===== src/rtl/tg_pkg.sv =====
package tg_pkg;

    typedef enum logic [2:0] {
        OP_LOAD  = 3'd0,
        OP_STORE = 3'd1,
        OP_LR    = 3'd2,
        OP_SC    = 3'd3,
        OP_AMO   = 3'd4,
        OP_FENCE = 3'd5
    } op_e;

    typedef enum logic [1:0] {
        EV_LOAD  = 2'd0,
        EV_STORE = 2'd1,
        EV_FENCE = 2'd2,
        EV_RESP  = 2'd3
    } ev_e;

    localparam logic [31:0] LFSR_MASK = 32'h8020_0003;

    function automatic op_e pick_op(input logic [2:0] sel);
        case (sel)
            3'd0, 3'd1:       return OP_LOAD;
            3'd2, 3'd3, 3'd7: return OP_STORE;
            3'd4:             return OP_LR;
            3'd5:             return OP_AMO;
            default:          return OP_FENCE;
        endcase
    endfunction

    function automatic logic writes_value(input op_e op);
        return (op == OP_STORE) || (op == OP_SC) || (op == OP_AMO);
    endfunction

    function automatic ev_e kind_of(input op_e op);
        if (op == OP_FENCE)  return EV_FENCE;
        if (writes_value(op)) return EV_STORE;
        return EV_LOAD;
    endfunction

endpackage


===== src/rtl/tg_lfsr.sv =====
module tg_lfsr #(
    parameter int OUT_W = 5
) (
    input  logic             clk_i,
    input  logic             rst_ni,
    input  logic [31:0]      seed_i,
    input  logic             step_i,
    output logic [OUT_W-1:0] bits_o
);
    import tg_pkg::*;

    logic [31:0] st_d, st_q;

    always_comb begin
        st_d = st_q;
        if (step_i) begin
            st_d = {1'b0, st_q[31:1]} ^ (st_q[0] ? LFSR_MASK : 32'h0);
        end
    end

    always_ff @(posedge clk_i) begin
        if (!rst_ni) st_q <= (seed_i == 32'h0) ? 32'h1 : seed_i;
        else         st_q <= st_d;
    end

    assign bits_o = st_q[OUT_W-1:0];

    // the generator state can never collapse to zero
    a_r1_state_nonzero: assert property (@(posedge clk_i) disable iff (!rst_ni)
        st_q != 32'h0);

endmodule


===== src/rtl/tg_tag_table.sv =====
module tg_tag_table #(
    parameter int SLOTS   = 4,
    parameter int ID_W    = 16,
    parameter int CYC_W   = 32,
    parameter int TIMEOUT = 256,
    localparam int TAG_W  = $clog2(SLOTS)
) (
    input  logic             clk_i,
    input  logic             rst_ni,
    input  logic [CYC_W-1:0] cycle_i,
    input  logic             alloc_i,
    input  logic [TAG_W-1:0] alloc_tag_i,
    input  logic [ID_W-1:0]  alloc_id_i,
    input  logic             free_i,
    input  logic [TAG_W-1:0] free_tag_i,
    output logic [SLOTS-1:0] busy_o,
    output logic             empty_o,
    output logic [ID_W-1:0]  free_id_o,
    output logic             timeout_o
);
    logic [SLOTS-1:0] busy_d, busy_q;
    logic [ID_W-1:0]  id_d  [SLOTS];
    logic [ID_W-1:0]  id_q  [SLOTS];
    logic [CYC_W-1:0] ts_d  [SLOTS];
    logic [CYC_W-1:0] ts_q  [SLOTS];
    logic [SLOTS-1:0] overdue;
    logic             tmo_d, tmo_q;

    for (genvar g = 0; g < SLOTS; g++) begin : g_age
        assign overdue[g] = busy_q[g] && ((cycle_i - ts_q[g]) >= CYC_W'(TIMEOUT));
    end

    always_comb begin
        busy_d = busy_q;
        id_d   = id_q;
        ts_d   = ts_q;
        if (alloc_i) begin
            busy_d[alloc_tag_i] = 1'b1;
            id_d[alloc_tag_i]   = alloc_id_i;
            ts_d[alloc_tag_i]   = cycle_i;
        end
        if (free_i) busy_d[free_tag_i] = 1'b0;
        tmo_d = tmo_q | (|overdue);
    end

    always_ff @(posedge clk_i) begin
        if (!rst_ni) begin
            busy_q <= '0;
            tmo_q  <= 1'b0;
            for (int i = 0; i < SLOTS; i++) begin
                id_q[i] <= '0;
                ts_q[i] <= '0;
            end
        end else begin
            busy_q <= busy_d;
            id_q   <= id_d;
            ts_q   <= ts_d;
            tmo_q  <= tmo_d;
        end
    end

    assign busy_o    = busy_q;
    assign empty_o   = ~|busy_q;
    assign free_id_o = id_q[free_tag_i];
    assign timeout_o = tmo_q;

    // a slot is claimed only while it is idle
    a_r7_alloc_idle_slot: assert property (@(posedge clk_i) disable iff (!rst_ni)
        alloc_i |-> !busy_q[alloc_tag_i]);

endmodule


===== src/rtl/tg_core.sv =====
module tg_core #(
    parameter int          CORE_ID     = 0,
    parameter int          CID_W       = 4,
    parameter int          DATA_W      = 32,
    parameter int          ADDR_W      = 32,
    parameter logic [31:0] ADDR_BASE   = 32'h0000_1000,
    parameter logic [31:0] ADDR_STRIDE = 32'h0000_0040,
    parameter int          POOL_W      = 2,
    parameter int          SLOTS       = 4,
    parameter int          ID_W        = 16,
    parameter int          CYC_W       = 32,
    parameter int          NUM_OPS     = 64,
    parameter int          TIMEOUT     = 256,
    localparam int         TAG_W       = $clog2(SLOTS)
) (
    input  logic              clk_i,
    input  logic              rst_ni,
    input  logic [31:0]       seed_i,
    output logic              req_valid_o,
    input  logic              req_ready_i,
    output logic [2:0]        req_op_o,
    output logic [ADDR_W-1:0] req_addr_o,
    output logic [DATA_W-1:0] req_data_o,
    output logic [TAG_W-1:0]  req_tag_o,
    output logic [ID_W-1:0]   req_id_o,
    input  logic              rsp_valid_i,
    output logic              rsp_ready_o,
    input  logic [TAG_W-1:0]  rsp_tag_i,
    input  logic [DATA_W-1:0] rsp_data_i,
    output logic              evt_valid_o,
    output logic [1:0]        evt_kind_o,
    output logic [CID_W-1:0]  evt_core_o,
    output logic [ID_W-1:0]   evt_id_o,
    output logic [CYC_W-1:0]  evt_cycle_o,
    output logic [ADDR_W-1:0] evt_addr_o,
    output logic [DATA_W-1:0] evt_value_o,
    output logic              timeout_o,
    output logic              done_o
);
    import tg_pkg::*;

    localparam int RND_W = 3 + POOL_W;
    localparam int CNT_W = DATA_W - CID_W;
    localparam int ISS_W = $clog2(NUM_OPS + 1);

    typedef struct packed {
        logic              req_valid;
        op_e               op;
        logic [ADDR_W-1:0] addr;
        logic [DATA_W-1:0] data;
        logic [ID_W-1:0]   req_id;
        logic [ID_W-1:0]   next_id;
        logic [CNT_W-1:0]  store_cnt;
        logic              sc_pend;
        logic [ADDR_W-1:0] sc_addr;
        logic [ISS_W-1:0]  issued;
        logic              fence_out;
        logic [CYC_W-1:0]  cycle;
        logic              done;
    } state_t;

    state_t s_d, s_q;

    logic [RND_W-1:0] rnd;
    logic [SLOTS-1:0] busy;
    logic             tbl_empty;
    logic [ID_W-1:0]  rsp_id;
    logic             fire, rsp_hit, gen;
    op_e              gen_op;
    logic [ADDR_W-1:0] gen_addr;

    tg_lfsr #(.OUT_W(RND_W)) u_lfsr (
        .clk_i  (clk_i),
        .rst_ni (rst_ni),
        .seed_i (seed_i),
        .step_i (gen),
        .bits_o (rnd)
    );

    tg_tag_table #(
        .SLOTS(SLOTS), .ID_W(ID_W), .CYC_W(CYC_W), .TIMEOUT(TIMEOUT)
    ) u_table (
        .clk_i       (clk_i),
        .rst_ni      (rst_ni),
        .cycle_i     (s_q.cycle),
        .alloc_i     (fire),
        .alloc_tag_i (s_q.req_id[TAG_W-1:0]),
        .alloc_id_i  (s_q.req_id),
        .free_i      (rsp_hit),
        .free_tag_i  (rsp_tag_i),
        .busy_o      (busy),
        .empty_o     (tbl_empty),
        .free_id_o   (rsp_id),
        .timeout_o   (timeout_o)
    );

    always_comb begin
        s_d       = s_q;
        s_d.cycle = s_q.cycle + 1'b1;

        fire    = s_q.req_valid && req_ready_i;
        rsp_hit = rsp_valid_i && !fire && busy[rsp_tag_i];

        gen_op   = s_q.sc_pend ? OP_SC : pick_op(rnd[2:0]);
        gen_addr = s_q.sc_pend ? s_q.sc_addr
                 : ADDR_W'(ADDR_BASE) + ADDR_W'(ADDR_STRIDE) * ADDR_W'(rnd[RND_W-1:3]);

        gen = !s_q.req_valid && (s_q.issued < ISS_W'(NUM_OPS)) && !s_q.fence_out
              && !busy[s_q.next_id[TAG_W-1:0]]
              && ((gen_op != OP_FENCE) || tbl_empty);

        if (fire) begin
            s_d.req_valid = 1'b0;
            if (s_q.op == OP_FENCE) s_d.fence_out = 1'b1;
        end
        if (s_q.fence_out && tbl_empty) s_d.fence_out = 1'b0;

        if (gen) begin
            s_d.req_valid = 1'b1;
            s_d.op        = gen_op;
            s_d.addr      = gen_addr;
            s_d.req_id    = s_q.next_id;
            s_d.next_id   = s_q.next_id + 1'b1;
            s_d.issued    = s_q.issued + 1'b1;
            s_d.sc_pend   = (gen_op == OP_LR);
            if (gen_op == OP_LR) s_d.sc_addr = gen_addr;
            if (writes_value(gen_op)) begin
                s_d.data      = {CID_W'(CORE_ID), s_q.store_cnt};
                s_d.store_cnt = s_q.store_cnt + 1'b1;
            end else begin
                s_d.data = '0;
            end
        end

        s_d.done = s_q.done
                 | ((s_q.issued == ISS_W'(NUM_OPS)) && !s_q.req_valid && tbl_empty);
    end

    always_ff @(posedge clk_i) begin
        if (!rst_ni) begin
            s_q    <= '0;
            s_q.op <= OP_LOAD;
        end else begin
            s_q <= s_d;
        end
    end

    assign req_valid_o = s_q.req_valid;
    assign req_op_o    = s_q.op;
    assign req_addr_o  = s_q.addr;
    assign req_data_o  = s_q.data;
    assign req_tag_o   = s_q.req_id[TAG_W-1:0];
    assign req_id_o    = s_q.req_id;
    assign rsp_ready_o = !fire;
    assign done_o      = s_q.done;

    assign evt_valid_o = fire || rsp_hit;
    assign evt_core_o  = CID_W'(CORE_ID);
    assign evt_cycle_o = s_q.cycle;
    assign evt_kind_o  = fire ? kind_of(s_q.op) : EV_RESP;
    assign evt_id_o    = fire ? s_q.req_id : rsp_id;
    assign evt_addr_o  = fire ? s_q.addr : '0;
    assign evt_value_o = fire ? s_q.data : rsp_data_i;

    // a stalled request keeps its contents
    a_r6_hold_while_stalled: assert property (@(posedge clk_i) disable iff (!rst_ni)
        req_valid_o && !req_ready_i |=> req_valid_o && $stable(req_op_o)
            && $stable(req_addr_o) && $stable(req_data_o) && $stable(req_id_o));

    // a fence is offered only with nothing in flight
    a_r10_fence_on_empty: assert property (@(posedge clk_i) disable iff (!rst_ni)
        req_valid_o && (req_op_o == OP_FENCE) |-> tbl_empty);

    // nothing follows a fence on the next cycle
    a_r10_fence_blocks: assert property (@(posedge clk_i) disable iff (!rst_ni)
        req_valid_o && req_ready_i && (req_op_o == OP_FENCE) |=> !req_valid_o);

    // completion means an idle channel and an empty table
    a_r12_done_idle: assert property (@(posedge clk_i) disable iff (!rst_ni)
        done_o |-> !req_valid_o && tbl_empty);

endmodule


===== config.mk =====
export PLATFORM = sky130hd
export DESIGN_NAME = tg_core
export DESIGN_NICKNAME = d
export VERILOG_FILES = /design/src/rtl/tg_pkg.sv /design/src/rtl/tg_lfsr.sv /design/src/rtl/tg_tag_table.sv /design/src/rtl/tg_core.sv
export SDC_FILE = /design/constraint.sdc
export NUM_CORES = 1
export LEC_CHECK = 0
export BUFFER_PORTS_ARGS = -buffer_cell sky130_fd_sc_hd__buf_2
export CAP_MARGIN = 0
export CORE_MARGIN = 2
export CORE_UTILIZATION = 43
export CTS_CLUSTER_DIAMETER = 60
export DETAILED_ROUTE_END_ITERATION = 16
export GPL_ROUTABILITY_DRIVEN = 0
export PLACE_DENSITY = 0.59
export SYNTH_ARGS = -nofsm -noshare
export SYNTH_HDL_FRONTEND = slang
export SYNTH_HIERARCHICAL = 1
export SYNTH_SLANG_ARGS = --single-unit

===== constraint.sdc =====
create_clock -name clk_i -period 3.7 [get_ports clk_i]
set_input_delay 0.37 -clock clk_i [delete_from_list [all_inputs] [get_ports clk_i]]
set_output_delay 0.37 -clock clk_i [all_outputs]
set_load 0.01 [all_outputs]

==> results.txt <==
DIE HEIGHT = 249 um
Layout cells sized above 1 = 18.9%
Vias per inst = 5.76
Top cells by count, synth = 626 x nand2_1, 441 x a21oi_1, 395 x dfxtp_1, 180 x inv_1, 154 x clkbuf_1
FMAX = 274 MHz
Total core area = 59200 um^2
Max-Cap Viols = 0
Pin count of the biggest net entering global routing = 126
Synth top area cells = dfxtp_1 31%, nand2_1 9.1%, a21oi_1 8.5%
Core Rows = 89
Post-synth top area share = 30.5%
Fin crit share = 98.5%
P per Cell Area = 400 nW/um^2
Routed WL = 80000 um
Register area share after synthesis = 34.2%
TritonCTS Buffers = 52
Vias in the first global route = 23200
Fin crit period = 3.65 ns
Grt ovf = 0
Initial antenna violation count = 2
Placed Area = 27900 um^2
CP Cell Sequence = inv_2 > ha_2 > inv_1 > fa_2 > a21o_1 > a311oi_1 > buf_4 > o21ai_2 > a221o_1 > a31oi_1 > mux2i_1 > nor4_1 > nand4_1 > o41ai_2 > buf_4 > a41oi_2
Post-synth EDFFs = 32
First-pass GRT wire length = 126000 um
Htree depth = 2
Largest buffer count on any clock path = 3
Fin nets = 3660
Crit path max-delay family = compound AO/OA/AOI/OAI gates
Initial DRC count = 1924
Synth Flop Type = dfxtp_1
CP Data Required Time = 4.13 ns
First-pass iteration count of the detailed router = 5
Worst-margin pin slew = 1.20 ns
Area Overhead vs Synth = 14.7%
Final hold violation count = 0
I/O Pins = 278
Hold Path Class = input pin to flip-flop
Total GRT Usage = 24.6%
Hold-fix buffers at CTS = 0
Die width = 249 um
Post-route cell area = 29700 um^2
VDD IR max = 0.378 mV
CTS root buffer = clkbuf_16
CP most frequent cell = buf_4
Critical-path top delay cell = o41ai_2
Syn Area/Cell = 7.87 um^2
Vias = 24600
IO buf count = 269
Final WS setup = 0.0547 ns
Leakage power figure = 12.3 nW
Die area = 62200 um^2
CP endpoint kind = flip-flop
Yosys warning total = 6
#FFs+latches synth = 427
Synth area leader = dfxtp_1
Starting Density = 43.7%
Max-slew headroom = 20.0%
WP buf/inv = 4
Synth unique cells = 91
Worst skew pair latency = 0.64 ns
Largest fanout on the critical path = 2
Final ANT Viol Nets = 0
Met1 Track Usage GR = 31.3%
Signal arrival time at the worst endpoint = 4.08 ns
Critical Path Max Stage Delay = 0.41 ns
Endpoints failing setup = 0
Final setup TNS = 0 ns
CTS sink count = 427
Syn Std Cell Area = 25900 um^2
Syn Inst Count = 3290
Detailed placement HPWL = 57400 um
Setup slack at placement = -0.119 ns
Clock skew = 0.0476 ns
Routed len/inst = 18.7 um
Top-count cell post-synth = nand2_1
Final Hold Slack = 0.0616 ns
Met2 Use GR = 42.0%
Status = finished clean
Unrepaired setup endpoints after global routing = yes
# Post-CTS Setup Buffers = 0
Met3 Usage GRT = 4.07%
Critical path launch point type = flip-flop
Drt drc = 0
Asr flop ratio synth = 0%
Critical path type = flip-flop to flip-flop
Slew Viols, Final = 0
CTS tree = built
Clock-pin transition on the worst setup and hold timing paths = 0.06 ns
Gr busiest metal = met2
==> power breakdown <==
part / switching (mW) / leakage, nW / total [mW] / internal, mW
Sequential: 0.145 / 3.51 / 4.98 / 4.83
Combinational: 1.11 / 7.93 / 1.72 / 0.612
Clock: 2.19 / 0.837 / 5.18 / 2.99
Total: 3.45 / 12.3 / 11.9 / 8.43
==> routing by layer <==
layer	vias up	part of all wire (%)
met2	872	47
met5	-	0
met4	0	3.5
li1	11800	-
met3	162	6.7
met1	11700	43
==> worst reg2reg max path, cell delays in order, from the launching register on <==
cell and delay (ns):
dfxtp_2 0.32, inv_2 0.05, ha_2 0.16, inv_1 0.05
fa_2 0.32, a21o_1 0.18, a311oi_1 0.28, buf_4 0.18
o21ai_2 0.07, a221o_1 0.34, a31oi_1 0.22, mux2i_1 0.11
nor4_1 0.30, nand4_1 0.18, o41ai_2 0.41, buf_4 0.21
a41oi_2 0.11
==> logic make-up (layout without fill, tap and decap cells) <==
logic type	after synthesis	after routing	share of synthesized area (%)
DFF	427	427	34.2
AOI/OAI and AO/OA	831	831	19.7
adders and majority gates	133	133	6.54
xor gates and xnor gates	58	58	1.96
buffers and inverters	501	703	9.33
and+or+nand+nor	1210	1210	22.0
muxes	129	129	6.23
other	1	9	0.0145
==> state kept, by name, summed over array words and instances (netlist names) <==
register	flops
u_table/ts_q	128
s_q	85
u_table/id_q	64
evt_cycle_o	32
req_addr_o	32
u_lfsr/st_q	32
req_data_o	28
req_id_o	16
u_table/busy_o	4
req_op_o	3
done_o	1
req_valid_o	1
u_table/timeout_o	1
==> metrics by stage <==
stage | total power [mW] | utilization (%) | cells
4_1_cts | 12.0 | 50.0 | 4272
3_5_place_dp | 6.78 | 47.0 | 4176
3_3_place_gp | 6.74 | 47.0 | 4176
2_1_floorplan | 6.27 | - | 3297
5_1_grt | 12.4 | 50.2 | 4273
6_report | 11.9 | 50.2 | 4273
==> layout make-up <==
| type | count | area, um^2 |
|---|---|---|
| Multi-Input combinational cell | 2369 | 14800 |
| Antenna cell | 1 | 2.50 |
| Clock buffer | 66 | 1430 |
| Tap cell | 773 | 967 |
| Fill cell | 5676 | 29500 |
| Inverter | 183 | 694 |
| Clock inverter | 30 | 333 |
| Timing Repair Buffer | 424 | 2650 |
| Sequential cell | 427 | 8870 |
==> layout by cell type (no fill, tap or decap), drive strengths merged, types with 8 or more instances in the layout <==
master,synthesis,layout
a211o,17,17
a211oi,16,16
a21o,39,39
a21oi,443,443
a31oi,14,14
and2,44,44
and3,50,50
and4,16,16
buf,164,424
clkbuf,154,66
clkinv,0,13
clkinvlp,0,9
conb,1,8
dfxtp,395,395
edfxtp,32,32
ha,129,129
inv,183,188
mux2,77,77
mux2i,34,34
mux4,18,18
nand2,626,626
nand2b,29,29
nand3,124,124
nand3b,9,9
nand4,48,48
nor2,105,105
nor3,38,38
nor4,35,35
o2111ai,13,13
o211ai,19,19
o21a,31,31
o21ai,83,83
o21bai,18,18
o22ai,8,8
o31ai,38,38
or3,21,21
or4,35,35
xnor2,32,32
xor2,26,26
==> worst paths after layout <==
kind | from | end | slack [ns] | depth (start not counted)
worst max-delay path | evt_cycle_o[0]$_SDFF_PN0_ | u_table/timeout_o$_SDFF_PN0_ | 0.05 | 16
worst min-delay path | seed_i[29] | u_lfsr/st_q[29]$_DFFE_PP_ | 0.06 | 2
worst max register to register | evt_cycle_o[0]$_SDFF_PN0_ | u_table/timeout_o$_SDFF_PN0_ | 0.05 | 16
worst min register to register | u_table/id_q[21]$_SDFFE_PN0P_ | u_table/id_q[21]$_SDFFE_PN0P_ | 0.45 | 2
==> timing repair <==
action / CTS / global route
pin swaps: 1 / 6
endpoints found under the setup margin: 1 / 1
gates resized for setup: 3 / 16
(Power assumes the default switching activity.)
